File: config.mk
export PLATFORM = sky130hd
export DESIGN_NAME = port_edge_irq
export DESIGN_NICKNAME = d
export VERILOG_FILES = /design/src/rtl/port_irq_pkg.sv /design/src/rtl/pin_sync.sv /design/src/rtl/pin_debounce.sv /design/src/rtl/port_irq_regs.sv /design/src/rtl/port_edge_irq.sv
export SDC_FILE = /design/constraint.sdc
export NUM_CORES = 1
export LEC_CHECK = 0
export BUFFER_PORTS_ARGS = -buffer_cell sky130_fd_sc_hd__buf_2
export CAP_MARGIN = 10
export CORE_ASPECT_RATIO = 0.8
export CORE_MARGIN = 2
export CORE_UTILIZATION = 51
export CTS_CLUSTER_DIAMETER = 80
export DETAILED_ROUTE_END_ITERATION = 12
export PLACE_DENSITY = 0.65
export SLEW_MARGIN = 20
export SYNTH_ARGS = -nofsm -noshare
export SYNTH_HDL_FRONTEND = slang
export SYNTH_SLANG_ARGS = --single-unit
File: constraint.sdc
create_clock -name clk -period 4.4 [get_ports clk]
set_input_delay 0.66 -clock clk [delete_from_list [all_inputs] [get_ports clk]]
set_output_delay 0.66 -clock clk [all_outputs]
set_load 0.02 [all_outputs]
File: src/rtl/port_irq_pkg.sv
package port_irq_pkg;
  localparam int NPIN  = 8;
  localparam int GRP   = 4;
  localparam int NGRP  = NPIN / GRP;
  localparam int CFG_W = 3;
  localparam int CNT_W = (1 << CFG_W) - 1;
  localparam int AW    = 2;

  typedef enum logic [AW-1:0] {
    A_POL  = 2'd0,
    A_EN   = 2'd1,
    A_FLAG = 2'd2,
    A_CFG  = 2'd3
  } reg_addr_e;
endpackage

File: src/rtl/pin_sync.sv
module pin_sync #(
  parameter int  STAGES = 2,
  parameter logic IDLE  = 1'b1
) (
  input  logic clk,
  input  logic rst_n,
  input  logic d_i,
  output logic q_o
);
  logic [STAGES-1:0] sh_q, sh_d;

  always_comb begin
    sh_d = {sh_q[STAGES-2:0], d_i};
  end

  always_ff @(posedge clk or negedge rst_n) begin
    if (!rst_n) sh_q <= {STAGES{IDLE}};
    else        sh_q <= sh_d;
  end

  assign q_o = sh_q[STAGES-1];
endmodule

File: src/rtl/pin_debounce.sv
module pin_debounce
  import port_irq_pkg::*;
#(
  parameter logic IDLE = 1'b1
) (
  input  logic             clk,
  input  logic             rst_n,
  input  logic             d_i,
  input  logic [CFG_W-1:0] cfg_i,
  output logic             q_o
);
  logic [CNT_W-1:0] cnt_q, cnt_d;
  logic             lvl_q, lvl_d;
  logic [CNT_W:0]   lim;
  logic             cnt_en;

  // number of equal samples needed, minus one
  assign lim    = ({{CNT_W{1'b0}}, 1'b1} << cfg_i) - 1'b1;
  assign cnt_en = 1'b1;

  always_comb begin
    cnt_d = cnt_q;
    lvl_d = lvl_q;
    if (d_i == lvl_q) begin
      cnt_d = '0;
    end else if (cnt_q == lim[CNT_W-1:0]) begin
      lvl_d = d_i;
      cnt_d = '0;
    end else begin
      cnt_d = cnt_q + 1'b1;
    end
  end

  always_ff @(posedge clk or negedge rst_n) begin
    if (!rst_n) begin
      cnt_q <= '0;
      lvl_q <= IDLE;
    end else if (cnt_en) begin
      cnt_q <= cnt_d;
      lvl_q <= lvl_d;
    end
  end

  assign q_o = lvl_q;
endmodule

File: src/rtl/port_irq_regs.sv
module port_irq_regs
  import port_irq_pkg::*;
(
  input  logic                  clk,
  input  logic                  rst_n,
  input  logic                  wr_en,
  input  logic [AW-1:0]         addr,
  input  logic [NPIN-1:0]       wdata,
  input  logic [NPIN-1:0]       set_i,
  output logic [NPIN-1:0]       rdata,
  output logic [NPIN-1:0]       pol_o,
  output logic [NPIN-1:0]       en_o,
  output logic [NPIN-1:0]       flag_o,
  output logic [NGRP*CFG_W-1:0] cfg_o
);
  logic [NPIN-1:0]       pol_q, en_q, flag_q, flag_d, clr;
  logic [NGRP*CFG_W-1:0] cfg_q, cfg_d;
  logic                  wr_pol, wr_en_r, wr_cfg;
  logic [NPIN-1:0]       cfg_rd;

  assign wr_pol  = wr_en && (addr == A_POL);
  assign wr_en_r = wr_en && (addr == A_EN);
  assign wr_cfg  = wr_en && (addr == A_CFG);
  assign clr     = (wr_en && (addr == A_FLAG)) ? wdata : '0;

  always_comb begin
    // set has priority over clear
    flag_d = (flag_q & ~clr) | set_i;
  end

  for (genvar g = 0; g < NGRP; g++) begin : g_cfg
    assign cfg_d[g*CFG_W +: CFG_W]  = wdata[g*GRP +: CFG_W];
    assign cfg_rd[g*GRP +: GRP]     = {{(GRP-CFG_W){1'b0}}, cfg_q[g*CFG_W +: CFG_W]};
  end

  always_ff @(posedge clk or negedge rst_n) begin
    if (!rst_n) begin
      pol_q  <= '0;
      en_q   <= '0;
      cfg_q  <= '0;
      flag_q <= '0;
    end else begin
      if (wr_pol)  pol_q <= wdata;
      if (wr_en_r) en_q  <= wdata;
      if (wr_cfg)  cfg_q <= cfg_d;
      flag_q <= flag_d;
    end
  end

  always_comb begin
    unique case (addr)
      A_POL:   rdata = pol_q;
      A_EN:    rdata = en_q;
      A_FLAG:  rdata = flag_q;
      default: rdata = cfg_rd;
    endcase
  end

  assign pol_o  = pol_q;
  assign en_o   = en_q;
  assign flag_o = flag_q;
  assign cfg_o  = cfg_q;
endmodule

File: src/rtl/port_edge_irq.sv
module port_edge_irq
  import port_irq_pkg::*;
(
  input  logic            clk,
  input  logic            rst_n,
  input  logic [NPIN-1:0] pin_i,
  input  logic            wr_en,
  input  logic [AW-1:0]   addr,
  input  logic [NPIN-1:0] wdata,
  output logic [NPIN-1:0] rdata,
  output logic            irq_o
);
  logic [NPIN-1:0]       sync_q, filt_q, filt_d1, edge_set;
  logic [NPIN-1:0]       pol, en, flag;
  logic [NGRP*CFG_W-1:0] cfg;
  logic                  irq_q, irq_d;

  for (genvar i = 0; i < NPIN; i++) begin : g_pin
    pin_sync #(.STAGES(2), .IDLE(1'b1)) u_sync (
      .clk(clk), .rst_n(rst_n), .d_i(pin_i[i]), .q_o(sync_q[i])
    );
    pin_debounce #(.IDLE(1'b1)) u_flt (
      .clk(clk), .rst_n(rst_n), .d_i(sync_q[i]),
      .cfg_i(cfg[(i/GRP)*CFG_W +: CFG_W]), .q_o(filt_q[i])
    );
  end

  always_ff @(posedge clk or negedge rst_n) begin
    if (!rst_n) filt_d1 <= '1;
    else        filt_d1 <= filt_q;
  end

  // a change whose new level equals the polarity bit is the selected edge
  assign edge_set = (filt_q ^ filt_d1) & ~(filt_q ^ pol);

  port_irq_regs u_regs (
    .clk(clk), .rst_n(rst_n), .wr_en(wr_en), .addr(addr), .wdata(wdata),
    .set_i(edge_set), .rdata(rdata), .pol_o(pol), .en_o(en),
    .flag_o(flag), .cfg_o(cfg)
  );

  assign irq_d = |(flag & en);

  always_ff @(posedge clk or negedge rst_n) begin
    if (!rst_n) irq_q <= 1'b0;
    else        irq_q <= irq_d;
  end

  assign irq_o = irq_q;
endmodule

==> flow_summary.toml <==
[floorplanning]
dieArea_um2 = 13200
core_um2 = 12100
floorplan.die.height_um = 103
start_util_pct = 52.0
rows = 36
io_pins = 30
dieWidth_um = 128

[detailed_routing]
ant_nets = 0
num_vias = 4488
viasPerCell = 5.65
wl_mm = 12.5
drt-pass1-iter-count = 5
avgRoutedWirePerCell_um = 15.7
drtIter0Drc = 267
drc_errors = 0

[cts]
cts_max_path_buffers = 2
numCtsBuffers = 17
clock_latency_ns = 0.42
cts_hold_buf = 0
post_cts_resized = 0
htree_levels = 4
cts_sinks = 119
clk_pin_slew_ns = 0.06
cts_setup_buffers = 0
cts_root_buf = "clkbuf_16"
cts_tree = "yes"

[placement]
place_area_um2 = 6510
placed_cells = 762
portBuffers = 29
gp_congestion = 0.797
hpwlAfterDp_mm = 8.59
dpl_worst_slack_ns = 1.42

[timing]
hold_viol = 0
tns_ns = 0
grt_setup_unrepaired = "no"
period_share_pct = 68.2
drv_slew = 0
max_freq_ghz = 0.333
tightest_slew_ns = 0.836
final-setup-viol-count = 0
clock_skew_ns = 0.0116
hold_ws_ns = 0.270
layout_setup_ws_ns = 1.40
layout_min_cycle_time_ns = 3.00
slew_headroom_pct = 44.3

[grt]
antenna_found_initial = 0
grt_use_met1_pct = 29.3
met2_usage_pct = 30.3
grt-ovfl-total = 0
grt_pass1_vias = 4241
grtUsageTotal_pct = 20.7
grt-busiest-layer = "met2"
grt_pass1_wl_mm = 21.0
grt_max_degree = 82
grt_use_met3_pct = 6.28

[setup_path]
crit-reg2reg-launch = "u_regs.cfg_o[0]"
cp-end-kind = "flop"
start_kind = "flop"
path_class = "reg -> reg"
r2r_end = "g_pin[1].u_flt.cnt_q[3]"
crit_path_top_delay_cell = "dfrtp_1"
reg2reg_depth = 9
crit_required_ns = 4.68
worstPathArrival_ns = 3.28
worstPathMaxFanout = 20
rrSetupSlack_ns = 1.40
max_stage_delay_ns = 0.72
path_cells = "nor3_4 > inv_1 > ha_1 > nand2b_1 > a21o_1 > o21ai_0 > mux2i_1 > o41ai_4 > nor2_1"

[synth]
synth_area_um2 = 6280
yosysWarnings = 0
seq_area_frac_synth_pct = 48.1
synth_cell_types = 63
ys_top_cells_by_area = "dfrtp_1 35%, dfstp_2 13%, xnor2_1 5.4%"
synth_edf_count = 0
synth-seq-cells = 119
synth.net_count = 634
syn-instance-count = 604
async_flop_share_pct = 100
synth_largest_area_cell = "dfrtp_1"
post_synth.cell_area_avg_um2 = 10.4
netlist.area_leader.share_pct = 34.7
ys.flop_type = "dfrtp_1"

[min_path]
hp-class = "in -> async"

[flow_run]
maxCapViolCount = 0

[pwr]
swShare_pct = 33.2
finalPower_mw = 3.98
internal_power_mw = 2.66
p_leak_nw = 2.96
vdd_drop_max_mv = 0.328
power_frac_clock_pct = 31.8
p_seq_share_pct = 42.7
power_switching_mw = 1.32
p_per_area_nw_per_um2 = 564
p_comb_share_pct = 25.6

[layout]
drive_gt1_share_pct = 22.3
area_growth_syn_to_layout_pct = 12.4
diodes = 0
utilization_pct = 58.4
nets = 659
fin_area_um2 = 7060
finalNonFillerCells = 794

[run_status]
status = "finished clean"
[cell usage in the layout (no fill, tap or decap), drive strengths merged, types with 3 or more instances in the layout]
cell / count
dfrtp: 87
nor2: 83
nand2: 51
xnor2: 39
buf: 33
dfstp: 32
mux2: 32
nand3: 30
xor2: 28
clkbuf: 22
inv: 18
nor3: 15
o21ai: 14
a21oi: 12
nand2b: 12
o211ai: 10
and3: 10
ha: 9
or3: 7
clkinv: 7
mux4: 6
mux2i: 5
nor2b: 5
nand3b: 5
a31oi: 5
a22oi: 5
a221o: 4
a21boi: 4
o22ai: 4
a21o: 4
nor3b: 4
nand4: 3
a32o: 3
a32oi: 3
nor4: 3
[kinds of logic (layout without fill, tap and decap cells)]
group | count (synthesis) | count (layout) | share of synthesized area (%)
adders and majority gates | 11 | 11 | 2.11
xor gates and xnor gates | 67 | 67 | 9.35
AOI/OAI and AO/OA | 83 | 83 | 10.2
buffers and inverters | 45 | 83 | 3.25
DFF | 119 | 119 | 48.1
muxes | 43 | 43 | 8.75
and+or+nand+nor | 236 | 236 | 18.3
[worst max-delay path: cells and delay by family, from the launching register on]
kind            cells  cell delay [ns]
buf+inv             1             0.09
compound gates      3             0.85
fa+ha+maj           1             0.59
flops               1             0.72
simple gates        3             0.45
mux                 1             0.14
[registers in the layout, indices dropped and copies added, names as in the netlist]
name and flops:
g_pin.u_sync.sh_q 16, u_regs.cfg_o 6, filt_d1 8, u_regs.pol_o 8, irq_o 1, g_pin.u_flt.q_o 8
u_regs.flag_o 8, u_regs.en_o 8, g_pin.u_flt.cnt_q 56
[synth_stat cells (all sizes together), types with 2 or more instances]
cell type  number
dfrtp          87
nor2           83
nand2          51
xnor2          39
dfstp          32
mux2           32
nand3          30
xor2           28
buf            18
inv            18
nor3           15
o21ai          14
a21oi          12
nand2b         12
and3           10
o211ai         10
clkbuf          9
ha              9
or3             7
mux4            6
a22oi           5
a31oi           5
mux2i           5
nand3b          5
nor2b           5
a21boi          4
a21o            4
a221o           4
nor3b           4
o22ai           4
a32o            3
a32oi           3
nand4           3
nor4            3
a211oi          2
a221oi          2
and3b           2
maj3            2
nand4b          2
o221ai          2
o31ai           2
o41ai           2
or2             2
or3b            2
[metal layers]
layer	share of wire (%)	up-vias
met1	50	2191
met3	4.7	12
li1	-	2167
met4	1.3	0
met5	0	-
met2	44	118
[how the worst max path moves through the flow]
stage	start	endpoint	slack (ns)	cells after the start
2_1_floorplan	u_regs.cfg_o[2]	g_pin[0].u_flt.q_o	1.86	11
3_3_place_gp	u_regs.cfg_o[0]	g_pin[2].u_flt.cnt_q[5]	1.61	9
3_5_place_dp	u_regs.cfg_o[0]	g_pin[1].u_flt.cnt_q[3]	1.42	9
4_1_cts	u_regs.cfg_o[0]	g_pin[1].u_flt.cnt_q[3]	1.41	9
5_1_grt	u_regs.cfg_o[0]	g_pin[1].u_flt.cnt_q[3]	1.11	9
6_report	u_regs.cfg_o[0]	g_pin[1].u_flt.cnt_q[3]	1.40	9
[final cells by class]
cell class / instances / area [µm²]
Clock buffer: 22 / 464
Tap cell: 152 / 190
Multi-Input combinational cell: 440 / 3050
Clock inverter: 10 / 80.1
Sequential cell: 119 / 3020
Fill cell: 1019 / 5020
Timing Repair Buffer: 33 / 181
Inverter: 18 / 67.6
[power by group through the flow]
stage                     sequential (mW)  clock (mW)  combinational, mW
after floorplan                      1.58           0              0.873
after detailed placement             1.71           0               1.02
after global placement               1.70           0              0.978
after CTS                            1.70        1.29               1.03
final                                1.70        1.26               1.02
after global routing                 1.74        1.35               1.14
(Power assumes the default switching activity.)
